--- config.mk ---
export PLATFORM = sky130hd
export DESIGN_NAME = gamma_pwl
export DESIGN_NICKNAME = d
export VERILOG_FILES = /design/src/rtl/gamma_pkg.sv /design/src/rtl/gamma_cfg.sv /design/src/rtl/gamma_lane.sv /design/src/rtl/gamma_pwl.sv
export SDC_FILE = /design/constraint.sdc
export NUM_CORES = 1
export LEC_CHECK = 0
export BUFFER_PORTS_ARGS = -buffer_cell sky130_fd_sc_hd__buf_2
export CAP_MARGIN = 20
export CORE_UTILIZATION = 60
export DETAILED_ROUTE_END_ITERATION = 10
export GPL_TIMING_DRIVEN = 0
export PLACE_DENSITY = 0.8
export SYNTH_ARGS = -nofsm -noshare
export SYNTH_HDL_FRONTEND = slang
export SYNTH_HIERARCHICAL = 1
export SYNTH_SLANG_ARGS = --single-unit
--- constraint.sdc ---
create_clock -name clk -period 8.4 [get_ports clk]
set_input_delay 0.84 -clock clk [delete_from_list [all_inputs] [get_ports clk]]
set_output_delay 0.84 -clock clk [all_outputs]
set_load 0.05 [all_outputs]
--- src/rtl/gamma_pkg.sv ---
package gamma_pkg;
  localparam int PIX_W  = 8;
  localparam int SEC_W  = 3;
  localparam int OFF_W  = PIX_W - SEC_W;
  localparam int NSEC   = 1 << SEC_W;
  localparam int CODE_W = 3;
  localparam int FRAC_W = 3;
  localparam int ACC_W  = PIX_W + FRAC_W + 2;
  localparam int QUO_W  = ACC_W - FRAC_W + 1;

  typedef logic [ACC_W-1:0]  acc_t;
  typedef logic [CODE_W-1:0] code_t;
  typedef logic [PIX_W-1:0]  pix_t;
  typedef logic [OFF_W-1:0]  off_t;

  typedef enum code_t {
    G_1P000 = 3'd0,
    G_1P125 = 3'd1,
    G_1P250 = 3'd2,
    G_1P500 = 3'd3,
    G_2P000 = 3'd4,
    G_4P000 = 3'd5
  } gain_e;

  // slope of one code step, in eighths
  function automatic acc_t unit_slope(code_t code);
    case (code)
      G_1P125: return acc_t'(9);
      G_1P250: return acc_t'(10);
      G_1P500: return acc_t'(12);
      G_2P000: return acc_t'(16);
      G_4P000: return acc_t'(32);
      default: return acc_t'(8);
    endcase
  endfunction

  // offset times slope, in eighths, from shifts and adds only
  function automatic acc_t scale_off(off_t off, code_t code);
    acc_t a;
    a = acc_t'(off);
    case (code)
      G_1P125: return (a << 3) + a;
      G_1P250: return (a << 3) + (a << 1);
      G_1P500: return (a << 3) + (a << 2);
      G_2P000: return a << 4;
      G_4P000: return a << 5;
      default: return a << 3;
    endcase
  endfunction

  // drop the fraction with round-half-up, then clamp to full scale
  function automatic pix_t round_sat(acc_t acc);
    logic [ACC_W:0] r;
    logic [QUO_W-1:0] q;
    r = {1'b0, acc} + ((ACC_W+1)'(1) << (FRAC_W - 1));
    q = r[ACC_W:FRAC_W];
    if (q > {{(QUO_W-PIX_W){1'b0}}, {PIX_W{1'b1}}}) return {PIX_W{1'b1}};
    return q[PIX_W-1:0];
  endfunction
endpackage

--- src/rtl/gamma_cfg.sv ---
module gamma_cfg import gamma_pkg::*; (
  input  logic                     clk,
  input  logic                     rst,
  input  logic                     we,
  input  logic [SEC_W-1:0]         sel,
  input  logic [CODE_W-1:0]        code,
  output logic [NSEC*CODE_W-1:0]   gain_flat,
  output logic [NSEC*ACC_W-1:0]    base_flat
);
  logic [NSEC*CODE_W-1:0] gain_nxt;
  logic [NSEC*ACC_W-1:0]  base_nxt;
  acc_t                   run;

  // bases follow the post-write gains so both change at the same edge
  always_comb begin
    gain_nxt = gain_flat;
    if (we) gain_nxt[sel*CODE_W +: CODE_W] = code;
    if (rst) gain_nxt = '0;
    run = '0;
    for (int s = 0; s < NSEC; s++) begin
      base_nxt[s*ACC_W +: ACC_W] = run;
      run = run + (unit_slope(gain_nxt[s*CODE_W +: CODE_W]) << OFF_W);
    end
  end

  always_ff @(posedge clk) begin
    gain_flat <= gain_nxt;
    base_flat <= base_nxt;
  end
endmodule

--- src/rtl/gamma_lane.sv ---
module gamma_lane import gamma_pkg::*; (
  input  logic                   clk,
  input  logic                   rst,
  input  logic                   take,
  input  logic                   fire,
  input  pix_t                   pix_in,
  input  logic [NSEC*CODE_W-1:0] gain_flat,
  input  logic [NSEC*ACC_W-1:0]  base_flat,
  output pix_t                   pix_out
);
  logic [SEC_W-1:0] sec;
  off_t             off;
  off_t             s1_off;
  code_t            s1_code;
  acc_t             s1_base;
  acc_t             level;

  assign sec = pix_in[PIX_W-1 -: SEC_W];
  assign off = pix_in[OFF_W-1:0];

  always_ff @(posedge clk) begin
    if (rst) begin
      s1_off  <= '0;
      s1_code <= '0;
      s1_base <= '0;
    end else if (take) begin
      s1_off  <= off;
      s1_code <= gain_flat[sec*CODE_W +: CODE_W];
      s1_base <= base_flat[sec*ACC_W +: ACC_W];
    end
  end

  assign level = s1_base + scale_off(s1_off, s1_code);

  always_ff @(posedge clk) begin
    if (rst)       pix_out <= '0;
    else if (fire) pix_out <= round_sat(level);
  end
endmodule

--- src/rtl/gamma_pwl.sv ---
module gamma_pwl import gamma_pkg::*; #(
  parameter int NUM_CH = 3
) (
  input  logic                    clk,
  input  logic                    rst,
  input  logic                    in_valid,
  input  logic [NUM_CH*PIX_W-1:0] in_pix,
  input  logic                    cfg_we,
  input  logic [SEC_W-1:0]        cfg_sel,
  input  logic [CODE_W-1:0]       cfg_gain,
  output logic                    out_valid,
  output logic [NUM_CH*PIX_W-1:0] out_pix
);
  logic [NSEC*CODE_W-1:0] gain_cur;
  logic [NSEC*ACC_W-1:0]  base_cur;
  logic                   stage1_valid;

  gamma_cfg u_cfg (
    .clk       (clk),
    .rst       (rst),
    .we        (cfg_we),
    .sel       (cfg_sel),
    .code      (cfg_gain),
    .gain_flat (gain_cur),
    .base_flat (base_cur)
  );

  always_ff @(posedge clk) begin
    if (rst) begin
      stage1_valid <= 1'b0;
      out_valid    <= 1'b0;
    end else begin
      stage1_valid <= in_valid;
      out_valid    <= stage1_valid;
    end
  end

  for (genvar ch = 0; ch < NUM_CH; ch++) begin : g_lane
    gamma_lane u_lane (
      .clk       (clk),
      .rst       (rst),
      .take      (in_valid),
      .fire      (stage1_valid),
      .pix_in    (in_pix[ch*PIX_W +: PIX_W]),
      .gain_flat (gain_cur),
      .base_flat (base_cur),
      .pix_out   (out_pix[ch*PIX_W +: PIX_W])
    );
  end
endmodule

Word-level counts from Yosys, hierarchy flattened
Cells that the tools add are included.
- flip-flop bits (word level): 199
- input port bits: 34
- output and inout port bits: 25
- $add $sub $neg: 22
- multipliers: 7
- magnitude comparators: 3
- equal/unequal tests: 50
- shift operators: 8
- mux-type cells: 28
- operators with widths (kind ; count):
    104-bit by 8-bit variable part select with 13-bit output ; 3
    6-bit one-hot mux with 5 select lines ; 7
    13-bit one-hot mux with 5 select lines ; 3
    24-bit by 6-bit variable part select with 3-bit output ; 3
    13-bit by 11-bit adder with 13-bit output ; 5
    3-bit by 2-bit == test with 1-bit output, second input constant ; 20
    3-bit == test, second input constant ; 20
    8-bit 2-to-1 mux ; 6
    13-bit by 3-bit adder with 14-bit output, second input constant ; 3
    21-bit 2-to-1 mux ; 2
    13-bit adder ; 3
    5-bit negation with 34-bit output ; 1
    3-bit by 34-bit variable shift with 24-bit output, first input constant ; 1
    3-bit by 34-bit variable part select with 24-bit output ; 1
    11-bit by 8-bit > comparator with 1-bit output, second input constant ; 3
    3-bit by 1-bit == test with 1-bit output, second input constant ; 10
    8-bit by 5-bit adder with 9-bit output ; 3
    8-bit by 6-bit adder with 9-bit output ; 3
    8-bit by 7-bit adder with 9-bit output ; 3
    24-bit bitwise mux ; 1
    3-bit by 4-bit multiplier with 7-bit output, second input constant ; 3
    3-bit by 2-bit multiplier with 5-bit output, second input constant ; 4
    11-bit by 11-bit adder with 12-bit output ; 1
    1-bit 2-to-1 mux ; 9

Logic depth before layout (Yosys ltp)
- word-level depth: 14
- gate-level depth with buffers: 36

Cells and area by module
Netlist, hierarchy kept.
- by module, submodules not included (module ; instances ; cells each ; area each (µm²) ; sequential area each (µm²)):
    gamma_lane at g_lane[0].u_lane ... ; 2 ; 342 ; 3129.3 ; 580.6
    gamma_cfg ; 1 ; 482 ; 4380.5 ; 1541.5
    gamma_lane at g_lane[2].u_lane ; 1 ; 329 ; 3160.5 ; 580.6
    gamma_pwl ; 1 ; 4 ; 52.6 ; 40.0

Worst setup path after synthesis
Ideal clock, no wire load.
- kind: input to register
- start point: in cfg_sel[0]
- end point: reg u_cfg.base_flat[103]
- setup time: 72 ps
- arrival: 7377 ps
- data required time: 8328 ps
- path slack: 951 ps
- stages: 32
- path through: inv_1 ha_1 nand3b_1 or4b_2 clkbuf_1 mux2i_1 or2_2 nor3b_1 ha_1 fa_1 ha_1 a21o_1 a21oi_1 xnor2_1 ha_1 a211oi_1 nor2_1 ha_1 o21ai_0 nor2_1 nor2_1 ha_1 nor2b_1 o21a_1 nor2_1 xnor2_1 ha_1 o41ai_1 nor2b_1 xnor2_1 mux2i_1 xnor2_1
- word-level cells in the longest chain between the ends: 14
- elaborated cells between the ends (all ways): 55
- classes of those cells: add/sub: 7; mul: 1; eq/ne: 35; shift: 2; mux: 10
- RTL lines (element ; line ; source):
    start, declared ; gamma_pwl.sv:9 ; input logic [SEC_W-1:0] cfg_sel,
    3-bit by 2-bit multiplier with 5-bit output (*) ; gamma_cfg.sv:17 ; if (we) gain_nxt[sel*CODE_W +: CODE_W] = code;
    5-bit negation with 34-bit output (*) ; gamma_cfg.sv:17 ;
    3-bit by 34-bit variable part select with 24-bit output / 3-bit by 34-bit variable shift with 24-bit output (equally long branches) ; gamma_cfg.sv:17 ;
    24-bit bitwise mux (*) ; gamma_cfg.sv:17 ;
    21-bit 2-to-1 mux (*) ; gamma_cfg.sv:17 ;
    21-bit 2-to-1 mux (*) ; gamma_cfg.sv:18 ; if (rst) gain_nxt = '0;
    3-bit == test (tied with other cells) ; gamma_pkg.sv:27 ; case (code)
    6-bit one-hot mux with 5 select lines (*) ; gamma_pkg.sv:27 ;
    named net u_cfg.base_nxt[18] ; gamma_cfg.sv:11 ; logic [NSEC*ACC_W-1:0] base_nxt;
    [... 1 more ...] ; - ;
    named net u_cfg.base_nxt[32] ; gamma_cfg.sv:11 ;
    [... 1 more ...] ; - ;
    named net u_cfg.base_nxt[47] ; gamma_cfg.sv:11 ;
    13-bit by 11-bit adder with 13-bit output (*) ; gamma_cfg.sv:22 ; run = run + (unit_slope(gain_nxt[s*CODE_W +: CODE_W]) << OFF_W);
    named net u_cfg.base_nxt[60] ; gamma_cfg.sv:11 ;
    13-bit by 11-bit adder with 13-bit output (*) ; gamma_cfg.sv:22 ;
    named net u_cfg.base_nxt[73] ; gamma_cfg.sv:11 ;
    13-bit by 11-bit adder with 13-bit output (*) ; gamma_cfg.sv:22 ;
    named net u_cfg.base_nxt[88] ; gamma_cfg.sv:11 ;
    13-bit by 11-bit adder with 13-bit output (*) ; gamma_cfg.sv:22 ;
    named net u_cfg.base_nxt[103] ; gamma_cfg.sv:11 ;
    end signal, assigned ; gamma_cfg.sv:28 ; base_flat <= base_nxt;
    end, declared ; gamma_cfg.sv:8 ; output logic [NSEC*ACC_W-1:0] base_flat
Mark *: on every way through the listed nets, which the timed path passes. The rest lies on a longest branch.
A chain may end at the register's enable or synchronous reset.

Worst setup path after layout
Same ends and word-level chain as after synthesis.

==> impl_metrics.ini <==
[status]
status = finished, final reports clean

[finish]
utilization_pct = 67.6
multiInputGateArea_mm2 = 0.00979
layout_commonest_cell = nor2_1
finalNonFillerCells = 1919
drive_above_1_share_pct = 18.4
design_area_mm2 = 0.0153
syn_to_final_growth_pct = 10.4
diodes = 0
layout.cells.most_common_list = nor2_1 (208), dfxtp_1 (166), mux2i_1 (105)
seq_area_mm2 = 0.00332
fin_nets = 1745
fill_cells = 1798

[grt]
use_met1_pct = 40.1
antenna_found_initial = 2
grt_max_degree = 19
overflow = 0
grt_pass1_wl_um = 59300
met3_usage_pct = 4.62
grt_pass1_vias = 11400
track_usage_pct = 32.0
grt_util_met2_pct = 54.5
grt_busiest_layer = met2

[worst_setup_path]
worstPathRequired_ns = 8.72
crit_type = input pin to flip-flop
critPathSlowestCell = or4b_2
arrival_ns = 8.38
cp-start-kind = input pin
crit_fanout = 6
cpMostUsedCell = ha_1
end_kind = flip-flop
reg2reg_slack_ns = 1.91
slowest_delay_ns = 0.62

[logic_synthesis]
synth-main-ff-cell = dfxtp_1
synth-edff-count = 0
avgSynthCellArea_um2 = 9.24
ys_types = 82
synth_seq_area_share_pct = 24.0
syn_area_mm2 = 0.0139
async_flop_share_pct = 0
yosys_warnings = 6
synth_cells = 1499
ys_seq_elements = 166

[place]
placed_cell_area_mm2 = 0.0147
dp_hpwl_um = 28900
dpl.cell_count = 1885
portBuffers = 51
place.gp.congestion = 0.967
pre_cts_slack_ns = -0.415

[worst_hold_path]
hold_path_class = flip-flop to flip-flop

[floorplan]
die_x_um = 154
core.rowCount = 55
start_util_pct = 61.2
core_mm2 = 0.0226
dieArea_mm2 = 0.0237
dieHeight_um = 154
ios = 59

[clock_network]
numCtsBuffers = 17
clk_latency_ns = 0.45
clock-root-buffer = clkbuf_16
h-tree-depth = 4
cts_buffer_depth = 2
clock_sinks = 166
cts_tree = built
clk_pin_slew_worst_paths_ns = 0.07

[routing]
routed_via_density = 6.28
ant_nets = 0
drc = 0
dr.first_iter.drc_count = 1025
vias = 12000
post_drt_wl_per_cell_um = 19.5
firstDrtPassIters = 7
wirelength_um = 37500

[sta]
hold_violations = 0
min_period_ns = 8.06
relSlewSlack_pct = 27.2
holdWs_ns = 0.480
fin_skew_ns = 0.0170
setup_viol = 0
fin_crit_sh_pct = 95.9
timing.final.ws_setup_ns = 0.343
drv_slew = 0
tightest_slew_ns = 1.09
setup_tns_ns = 0
fmax_ghz = 0.124

[power]
p_leak_nw = 6.43
ir_drop_uv = 141
power.total_mw = 2.27
power_density_mw_per_mm2 = 149

[run]
maxCapViolCount = 0
## cell families (layout without fill, tap and decap cells)
| logic type | after synthesis | count (layout) | synth area share, % |
|---|---|---|---|
| XOR/XNOR | 73 | 73 | 4.83 |
| flip-flops | 166 | 166 | 24.0 |
| multiplexers | 201 | 201 | 23.2 |
| other | 1 | 51 | 0.0271 |
| AO/OA/AOI/OAI | 324 | 324 | 16.5 |
| adder cells (fa/ha/maj) | 90 | 90 | 8.62 |
| buffers and inverters | 195 | 280 | 7.05 |
| AND/OR/NAND/NOR | 449 | 449 | 15.7 |
## path summary, 6_finish.rpt
path | startpoint | to | cells past startpoint
worst min register to register | g_lane[2].u_lane/pix_out[0] | g_lane[2].u_lane/pix_out[0] | 2
worst max register to register | u_cfg/gain_flat[0] | u_cfg/base_flat[103] | 30
worst max-delay path | cfg_sel[0] | u_cfg/base_flat[103] | 36
worst min-delay path | g_lane[2].u_lane/pix_out[0] | g_lane[2].u_lane/pix_out[0] | 2
## worst max-delay path, delay by kind of cell
kind	cells	cell delay [ns]
compound gates	6	0.90
xor+xnor	4	0.57
fa+ha+maj	8	2.68
buf+inv	3	0.39
mux	2	0.24
simple gates	13	2.75
## layer usage
metal | vias to the layer above | share of wire, % | wire length, um
li1 | 5700 | - | -
met1 | 5800 | 42 | 15600
met2 | 442 | 49 | 18400
met3 | 96 | 5.6 | 2090
met4 | 4 | 3.7 | 1400
met5 | - | 0.099 | 37
## cell usage after synthesis (all sizes together) (10+ instances only)
| master | n | area share (%) |
|---|---|---|
| a21oi | 58 | 2.2 |
| o21ai | 67 | 2.5 |
| xnor2 | 52 | 3.3 |
| a211oi | 81 | 4.4 |
| a21o | 17 | 0.92 |
| xor2 | 20 | 1.3 |
| mux4 | 96 | 16 |
| or2 | 12 | 0.54 |
| nand3 | 24 | 0.90 |
| nor2b | 27 | 1.2 |
| nand4 | 13 | 0.63 |
| nor2 | 211 | 5.7 |
| nand2b | 12 | 0.54 |
| inv | 53 | 1.4 |
| and3 | 10 | 0.46 |
| mux2i | 105 | 7.6 |
| clkbuf | 52 | 1.4 |
| nand2 | 60 | 1.6 |
| buf | 89 | 4.1 |
| nor3 | 30 | 1.1 |
| o21a | 14 | 0.76 |
| dfxtp | 166 | 24 |
| ha | 81 | 7.3 |
## report_power, final
group	leakage, nW	internal (mW)	switching [mW]
Sequential	1.36	0.837	0.0418
Clock	0.277	0.397	0.380
Combinational	4.80	0.259	0.358
Total	6.43	1.49	0.780
## flip-flops by register name, summed over array words and instances (netlist names)
register and flops:
u_cfg/base_flat 53, g_lane.u_lane/s1_base 39, g_lane.u_lane/pix_out 24, u_cfg/gain_flat 24, g_lane.u_lane/s1_off 15, g_lane.u_lane/s1_code 9, out_valid 1, stage1_valid 1
## cell type report
| cell class | count | area share, % |
|---|---|---|
| sequential | 166 | 21.7 |
| inverter | 53 | 1.30 |
| multi-input combinational | 1188 | 64.0 |
| tap | 285 | 2.33 |
| clock inverter | 15 | 1.02 |
| buffer | 142 | 5.08 |
| clock buffer | 17 | 2.78 |
| timing repair buffer | 53 | 1.77 |
## what timing repair did
item | CTS | global route
buffers inserted | 0 | 2
resized for setup | 0 | 12
hold buffers | 0 | 0
setup endpoints to repair | 0 | 1
Note: power is estimated with default switching activity, not from simulation.
